`src/rtl/ser_rate_pkg.sv`:
```
package ser_rate_pkg;

    localparam int PRE_W = 6;

    typedef enum logic [1:0] {
        MUL_X4  = 2'd0,
        MUL_X16 = 2'd1,
        MUL_X64 = 2'd2
    } mult_e;

    typedef struct packed {
        logic sync_md;
        logic fast;
        logic wide;
    } mode_t;

    function automatic mult_e pick_mult(input mode_t m);
        mult_e r;
        if (m.sync_md) begin
            r = MUL_X4;
        end else begin
            unique case ({m.fast, m.wide})
                2'b11:        r = MUL_X4;
                2'b10, 2'b01: r = MUL_X16;
                default:      r = MUL_X64;
            endcase
        end
        return r;
    endfunction

    function automatic int mult_value(input mult_e m);
        int v;
        unique case (m)
            MUL_X4:  v = 4;
            MUL_X16: v = 16;
            default: v = 64;
        endcase
        return v;
    endfunction

    function automatic logic [PRE_W-1:0] mult_last(input mult_e m);
        return PRE_W'(mult_value(m) - 1);
    endfunction

    function automatic logic [PRE_W-1:0] os_mask(input mult_e m, input int os_rate);
        int step;
        step = (mult_value(m) > os_rate) ? (mult_value(m) / os_rate) : 1;
        return PRE_W'(step - 1);
    endfunction

endpackage

```
`src/rtl/ser_rate_regs.sv`:
```
module ser_rate_regs #(
    parameter int BYTE_W = 8
) (
    input  logic                  clk,
    input  logic                  rst,
    input  logic                  wr_en,
    input  logic                  wr_sel,
    input  logic [BYTE_W-1:0]     wr_data,
    input  logic                  wide,
    output logic [2*BYTE_W-1:0]   reload_next
);
    localparam int CNT_W = 2 * BYTE_W;

    logic [BYTE_W-1:0] lo_q, hi_q;
    logic [BYTE_W-1:0] lo_n, hi_n;

    always_comb begin
        lo_n = (wr_en && !wr_sel) ? wr_data : lo_q;
        hi_n = (wr_en &&  wr_sel) ? wr_data : hi_q;
    end

    always_ff @(posedge clk) begin
        if (rst) begin
            lo_q <= '0;
            hi_q <= '0;
        end else begin
            lo_q <= lo_n;
            hi_q <= hi_n;
        end
    end

    // value the divider loads: write data is visible in the cycle of the write
    assign reload_next = wide ? {hi_n, lo_n} : CNT_W'(lo_n);

endmodule

```
`src/rtl/ser_rate_div.sv`:
```
module ser_rate_div #(
    parameter int CNT_W = 16
) (
    input  logic             clk,
    input  logic             rst,
    input  logic             run,
    input  logic             restart,
    input  logic [CNT_W-1:0] reload,
    output logic             base_tick
);
    logic [CNT_W-1:0] cnt_q;
    logic             at_zero;

    assign at_zero   = (cnt_q == '0);
    assign base_tick = run && at_zero;

    always_ff @(posedge clk) begin
        if (rst) begin
            cnt_q <= '0;
        end else if (!run || restart || at_zero) begin
            cnt_q <= reload;
        end else begin
            cnt_q <= cnt_q - 1'b1;
        end
    end

endmodule

```
`src/rtl/ser_rate_post.sv`:
```
module ser_rate_post
    import ser_rate_pkg::*;
#(
    parameter int OS_RATE = 16
) (
    input  logic  clk,
    input  logic  rst,
    input  logic  run,
    input  logic  restart,
    input  logic  base_tick,
    input  mult_e mult,
    output logic  bit_tick,
    output logic  os_tick
);
    logic [PRE_W-1:0] pre_q;
    logic [PRE_W-1:0] last;
    logic [PRE_W-1:0] mask;
    logic             at_end;

    always_comb begin
        last   = mult_last(mult);
        mask   = os_mask(mult, OS_RATE);
        at_end = (pre_q >= last);
    end

    assign bit_tick = base_tick && at_end;
    assign os_tick  = base_tick && ((pre_q & mask) == mask);

    always_ff @(posedge clk) begin
        if (rst || !run || restart) begin
            pre_q <= '0;
        end else if (base_tick) begin
            pre_q <= at_end ? '0 : pre_q + 1'b1;
        end
    end

    // a bit tick always carries an oversample tick
    p_bit_has_os_r8: assert property (@(posedge clk) disable iff (rst)
        bit_tick |-> os_tick);

    // the bit tick never lasts two cycles
    p_bit_single_r8: assert property (@(posedge clk) disable iff (rst)
        bit_tick |=> !bit_tick);

endmodule

```
`src/rtl/ser_rate_gen.sv`:
```
module ser_rate_gen
    import ser_rate_pkg::*;
#(
    parameter int BYTE_W  = 8,
    parameter int OS_RATE = 16
) (
    input  logic              clk,
    input  logic              rst,
    input  logic              port_en,
    input  logic              sync_mode,
    input  logic              hi_speed,
    input  logic              wide_mode,
    input  logic              wr_en,
    input  logic              wr_sel,
    input  logic [BYTE_W-1:0] wr_data,
    output logic              bit_tick,
    output logic              os_tick
);
    localparam int CNT_W = 2 * BYTE_W;

    mode_t            mode_now, mode_q;
    mult_e            mult;
    logic             mode_chg;
    logic             restart;
    logic             base_tick;
    logic [CNT_W-1:0] reload_next;

    assign mode_now = '{sync_md: sync_mode, fast: hi_speed, wide: wide_mode};
    assign mult     = pick_mult(mode_now);
    assign mode_chg = (mode_now != mode_q);
    assign restart  = wr_en || mode_chg;

    always_ff @(posedge clk) begin
        if (rst) mode_q <= '0;
        else     mode_q <= mode_now;
    end

    ser_rate_regs #(.BYTE_W(BYTE_W)) u_regs (
        .clk         (clk),
        .rst         (rst),
        .wr_en       (wr_en),
        .wr_sel      (wr_sel),
        .wr_data     (wr_data),
        .wide        (wide_mode),
        .reload_next (reload_next)
    );

    ser_rate_div #(.CNT_W(CNT_W)) u_div (
        .clk       (clk),
        .rst       (rst),
        .run       (port_en),
        .restart   (restart),
        .reload    (reload_next),
        .base_tick (base_tick)
    );

    ser_rate_post #(.OS_RATE(OS_RATE)) u_post (
        .clk       (clk),
        .rst       (rst),
        .run       (port_en),
        .restart   (restart),
        .base_tick (base_tick),
        .mult      (mult),
        .bit_tick  (bit_tick),
        .os_tick   (os_tick)
    );

    // the cycle after a reload write never carries a bit tick
    p_restart_quiet_r7: assert property (@(posedge clk) disable iff (rst)
        (wr_en && port_en) |=> !bit_tick);

    // the first enabled cycle never carries a bit tick
    p_enable_quiet_r9: assert property (@(posedge clk) disable iff (rst)
        $rose(port_en) |-> !bit_tick);

endmodule

```
`config.mk`:
```
export PLATFORM = sky130hd
export DESIGN_NAME = ser_rate_gen
export DESIGN_NICKNAME = d
export VERILOG_FILES = /design/src/rtl/ser_rate_pkg.sv /design/src/rtl/ser_rate_regs.sv /design/src/rtl/ser_rate_div.sv /design/src/rtl/ser_rate_post.sv /design/src/rtl/ser_rate_gen.sv
export SDC_FILE = /design/constraint.sdc
export NUM_CORES = 1
export LEC_CHECK = 0
export BUFFER_PORTS_ARGS = -buffer_cell sky130_fd_sc_hd__buf_4
export CAP_MARGIN = 20
export CORE_MARGIN = 2
export CORE_UTILIZATION = 60
export DETAILED_ROUTE_END_ITERATION = 7
export PLACE_DENSITY = 0.78
export SETUP_SLACK_MARGIN = 0.4
export SLEW_MARGIN = 20
export SYNTH_ARGS = -nofsm -noshare
export SYNTH_HDL_FRONTEND = slang
export SYNTH_HIERARCHICAL = 1
export SYNTH_SLANG_ARGS = --single-unit
```
`constraint.sdc`:
```
create_clock -name clk -period 5.2 [get_ports clk]
set_clock_uncertainty 0.05 [all_clocks]
set_input_delay 0.52 -clock clk [delete_from_list [all_inputs] [get_ports clk]]
set_output_delay 0.52 -clock clk [all_outputs]
set_load 0.05 [all_outputs]
```
; ---- Yosys cells after proc, flatten, opt, wreduce, memory -nomap -nowiden
; Index checks and enable logic that the tools add are counted.
[op_classes]
bitwise = 2
addsub = 5
n_reduce_logical = 16
eq_ne = 6
magnitude_cmp = 2
n_mux = 9
[op_table]
columns = operator, n
row1 = $mux W16, 2
row2 = $logic_not A16 Y1, 1
row3 = $mux W8, 2
row4 = $sub A16 B1 Y16 const B, 1
row5 = $pmux W7 S2, 1
row6 = $mux W6, 2
row7 = $gt A7 B5 Y1 const B, 1
row8 = $add A6 B1 Y6 const B, 1
row9 = $and A6 B6 Y6, 1
row10 = $eq A6 B6 Y1, 1
row11 = $ge A6 B6 Y1, 1
row12 = $sub A6 B1 Y6 const B, 1
row13 = $sub A6 B2 Y6 const B, 1
row14 = $logic_and A1 B1 Y1, 5
row15 = $logic_or A1 B1 Y1, 5
row16 = $add A3 B1 Y4, 1
row17 = $eq A2 B1 Y1 const B, 2
row18 = $eq A2 B2 Y1 const B, 2
row19 = $pmux W2 S2, 1
row20 = $reduce_or A4 Y1, 1
row21 = $ne A3 B3 Y1, 1
row22 = $logic_not A1 Y1, 2
row23 = $logic_not A2 Y1, 1
row24 = $mux W2, 1
row25 = 2 further kinds, 2
[totals]
output_inout_bits = 2
inputBits = 16
regBits = 41
wordCells = 47

; ---- Longest topological paths before layout
[logic_depth]
ltp_word = 14
ltp_mapped = 10
depth_no_buf = 9

; ---- Cells and area by module
; The synthesis kept the hierarchy.
[by_module_without_submodules]
columns = module, n_inst, cells_each, area_per_inst_um2, seq_area_each_um2
row1 = ser_rate_div, 1, 101, 979.7, 320.3
row2 = ser_rate_regs, 1, 101, 954.7, 320.3
row3 = ser_rate_post, 1, 46, 390.4, 120.1
row4 = ser_rate_gen, 1, 15, 142.6, 60.1

; ---- Least setup slack after synthesis
; Ideal clock, no wire load.
[synth_path]
path_kind = reg2out
from = reg u_div.cnt_q[0]
to = out os_tick
stages_incl_launch_ff = 9
required_time_ns = 4.630
t_arrival_ns = 2.850
path_buffers = 1
path_slack_ns = 1.780
path_cell_list = dfxtp_1 inv_1 ha_1 nor3b_2 and4_4 and2_1 buf_2 o21ai_0 a221oi_1
[synth_between]
elab_chain_len = 3
[synth_lines]
columns = element, line_no
row1 = "start, declared", ser_rate_div.sv:11  ; logic [CNT_W-1:0] cnt_q;
row2 = "start signal, assigned", ser_rate_div.sv:21  ; cnt_q <= reload;
row3 = "start signal, assigned", ser_rate_div.sv:23  ; cnt_q <= cnt_q - 1'b1;
row4 = $logic_not A16 Y1, ser_rate_div.sv:14  ; assign at_zero = (cnt_q == '0);
row5 = $logic_and A1 B1 Y1, ser_rate_div.sv:15  ; assign base_tick = run && at_zero;
row6 = via base_tick, ser_rate_gen.sv:25  ; logic base_tick;
row7 = $logic_and A1 B1 Y1, ser_rate_post.sv:27  ; assign os_tick = base_tick && ((pre_q & mask) == mask);
row8 = "end, declared", ser_rate_gen.sv:17  ; output logic os_tick
; The timed path passes the listed nets, and every way through them passes these cells.

; ---- Final worst setup path
[layout_path]
from = reg u_div.cnt_q[0]
to = out bit_tick
[layout_between]
elab_chain_len = 3
[layout_lines]
columns = element, line_no
row1 = $logic_not A16 Y1, ser_rate_div.sv:14
row2 = $logic_and A1 B1 Y1, ser_rate_div.sv:15
row3 = via base_tick, ser_rate_gen.sv:25
row4 = $logic_and A1 B1 Y1, ser_rate_post.sv:26  ; assign bit_tick = base_tick && at_end;
row5 = "end, declared", ser_rate_gen.sv:16  ; output logic bit_tick,
; The timed path passes the listed nets, and every way through them passes these cells.

==> results.cfg <==
[floorplanning]
start_util = 0.621
die_area_um2 = 4640
fp.coreArea_um2 = 3970
fp.dieH_um = 68.1
io-pin-count = 18
die_x_um = 68.1
fp-row-count = 23

[cells_and_area]
mostFrequentLayoutCell = dfxtp_1
area_growth_pct = 6.59
nets = 293
diodes = 0
drive_above_1_share = 0.207
n_fill_cell = 332
fin_area_um2 = 2630
final_cell_mix = dfxtp_1 (41), nand2b_1 (24), buf_4 (17), mux2i_1 (17), a21oi_1 (16)

[drt]
vias = 1872
viasPerCell = 5.83
maxUsedRoutingLayer = met4
wl_met3_um = 190
wirelength_um = 4770
routedWlPerCell_um = 14.9
ant_nets = 0
drtPass1Iterations = 4
drt_iter0_drc = 133
met2WireLength_um = 2240
drc = 0
drt-met1-wl_um = 2260

[cts]
clockBufferDepth = 2
cts-root-buf = clkbuf_8
cts_hold_buf = 0
htreeDepth = 2
cts_buffers = 5
clkSinkCount = 41
cts_setup_buffers = 0
clock_latency_ns = 0.29
cts-resized-gates = 0
cts_tree = done
clk_pin_slew_ns = 0.07

[sta]
finalCritPeriodShare = 0.642
report.final.slew_viol_count = 0
setup_tns_ns = 0
fmax_mhz = 300
min_period_ns = 3.34
rsz0062_at_grt = no
hold_viol_final = 0
tightest_slew_ns = 0.961
setup_viol = 0
slew-limit-headroom = 0.358

[yosys]
syn_inst = 263
syn-num-nets = 285
synth.area.top_cells = dfxtp_1 (33%), mux2i_1 (6.9%), nand2b_1 (6.1%)
synth_ff_type = dfxtp_1
synth.top_cell.area_share = 0.333
syn_area_per_cell_um2 = 9.38
synth_seq_cells = 41
synthDistinctLibCells = 53
async_flop_share = 0
synth_top_area_cell = dfxtp_1
ys_warn_count = 6
seq_area_frac_synth = 0.333
syn_area_um2 = 2470
synth_edf_count = 0

[global_route]
grt_pass1_vias = 1628
antenna_found_initial = 0
globalRoute.totalOverflow = 0
grt_pass1_wl_um = 7630
grt_max_degree = 45
grt_use_total = 0.222

[setup_path]
crit_path_start_kind = register
crit_arrival_ns = 2.77
required_ns = 4.63
path_class = register to output pin
crit_path_end_kind = output pin
critPathMaxFanout = 9

[hold_path]
hold_path_class = register to register

[power]
irDropWorstVdd_mv = 0.200
p_leak_nw = 1.01
powerDensity_nw_per_um2 = 269

[place]
io_buffers = 17
dp_hpwl_um = 3400
placed_area_um2 = 2540
place_congestion = 0.816

[run]
cap_violations = 0

[run_status]
outcome = finished, final reports clean
where the power goes:
part | leakage (nW) | switching (mW) | internal (mW) | total [mW]
sequential | 0.335 | 0.0122 | 0.328 | 0.340
combinational | 0.631 | 0.0919 | 0.0690 | 0.161
clock | 0.0443 | 0.101 | 0.105 | 0.207
worst max-delay path: stages, from the launching register on:
cell	delay [ns]
dfxtp_1	0.33
inv_1	0.08
ha_1	0.17
nor3b_2	0.51
and4_4	0.38
and2_1	0.36
nand3_1	0.15
a21oi_2	0.15
a22o_2	0.15
buf_4	0.19
path summary, 6_finish.rpt:
path | cells after the start | startpoint | slack (ns) | endpoint
worst max-delay path | 9 | u_div/cnt_q[0] | 1.86 | bit_tick
worst min-delay path | 2 | u_regs/lo_q[6] | 0.43 | u_regs/lo_q[6]
worst max register to register | 9 | u_div/cnt_q[0] | 2.62 | u_post/pre_q[4]
worst min register to register | 2 | u_regs/lo_q[6] | 0.43 | u_regs/lo_q[6]
sequential cells by signal, summed over array words and instances, names as in the netlist:
name	cells
u_div/cnt_q	16
u_regs/hi_q	8
u_regs/lo_q	8
u_post/pre_q	6
mode_q	3
through the flow:
step	worst slack (ns)	util	cells	hold WS [ns]	power (mW)
final	1.86	0.662	321	0.430	0.708
after global routing	1.67	0.662	321	0.445	0.740
after CTS	1.88	0.662	321	0.433	0.713
after detailed placement	2.18	0.641	314	0.420	0.505
after global placement	2.31	0.641	314	0.408	0.503
after floorplan	1.78	-	263	0.395	0.475
logic make-up after synthesis:
group,share of synthesized area
AOI/OAI and AO/OA,0.149
xor gates and xnor gates,0.0745
adders and majority gates,0.0304
buffers and inverters,0.0568
DFF,0.333
muxes,0.109
and+or+nand+nor,0.248
area by class of cell:
type / instances / area, µm² / area share
multi-input cells: 199 / 1510 / 0.573
flip-flops and latches: 41 / 821 / 0.312
repair buffers: 17 / 128 / 0.0485
clock buffers: 7 / 86.3 / 0.0328
well taps: 50 / 62.6 / 0.0238
inverters: 7 / 26.3 / 0.00999
routing by layer:
layer | track usage | vias up
met2 | 0.341 | 42
met1 | 0.299 | 871
met4 | 0.100 | 0
li1 | - | 953
met5 | 0 | -
met3 | 0.0477 | 6
synth_stat cells (2+ instances only):
master,n
ha_1,6
nor4_2,2
o21ai_1,10
nand2_1,14
nor3_1,3
dfxtp_1,41
nand3_1,5
a211oi_1,3
nand4_1,13
xor2_1,14
a211oi_2,10
and2b_1,2
nor2_1,14
a21oi_1,16
or3_1,2
mux2i_1,17
buf_2,3
nor2b_1,2
buf_6,4
nor4_1,2
mux2_2,6
nand2b_1,24
xnor2_1,7
mux2_4,2
and2_1,2
clkbuf_1,6
inv_1,7
Note: power is estimated with default switching activity, not from simulation.
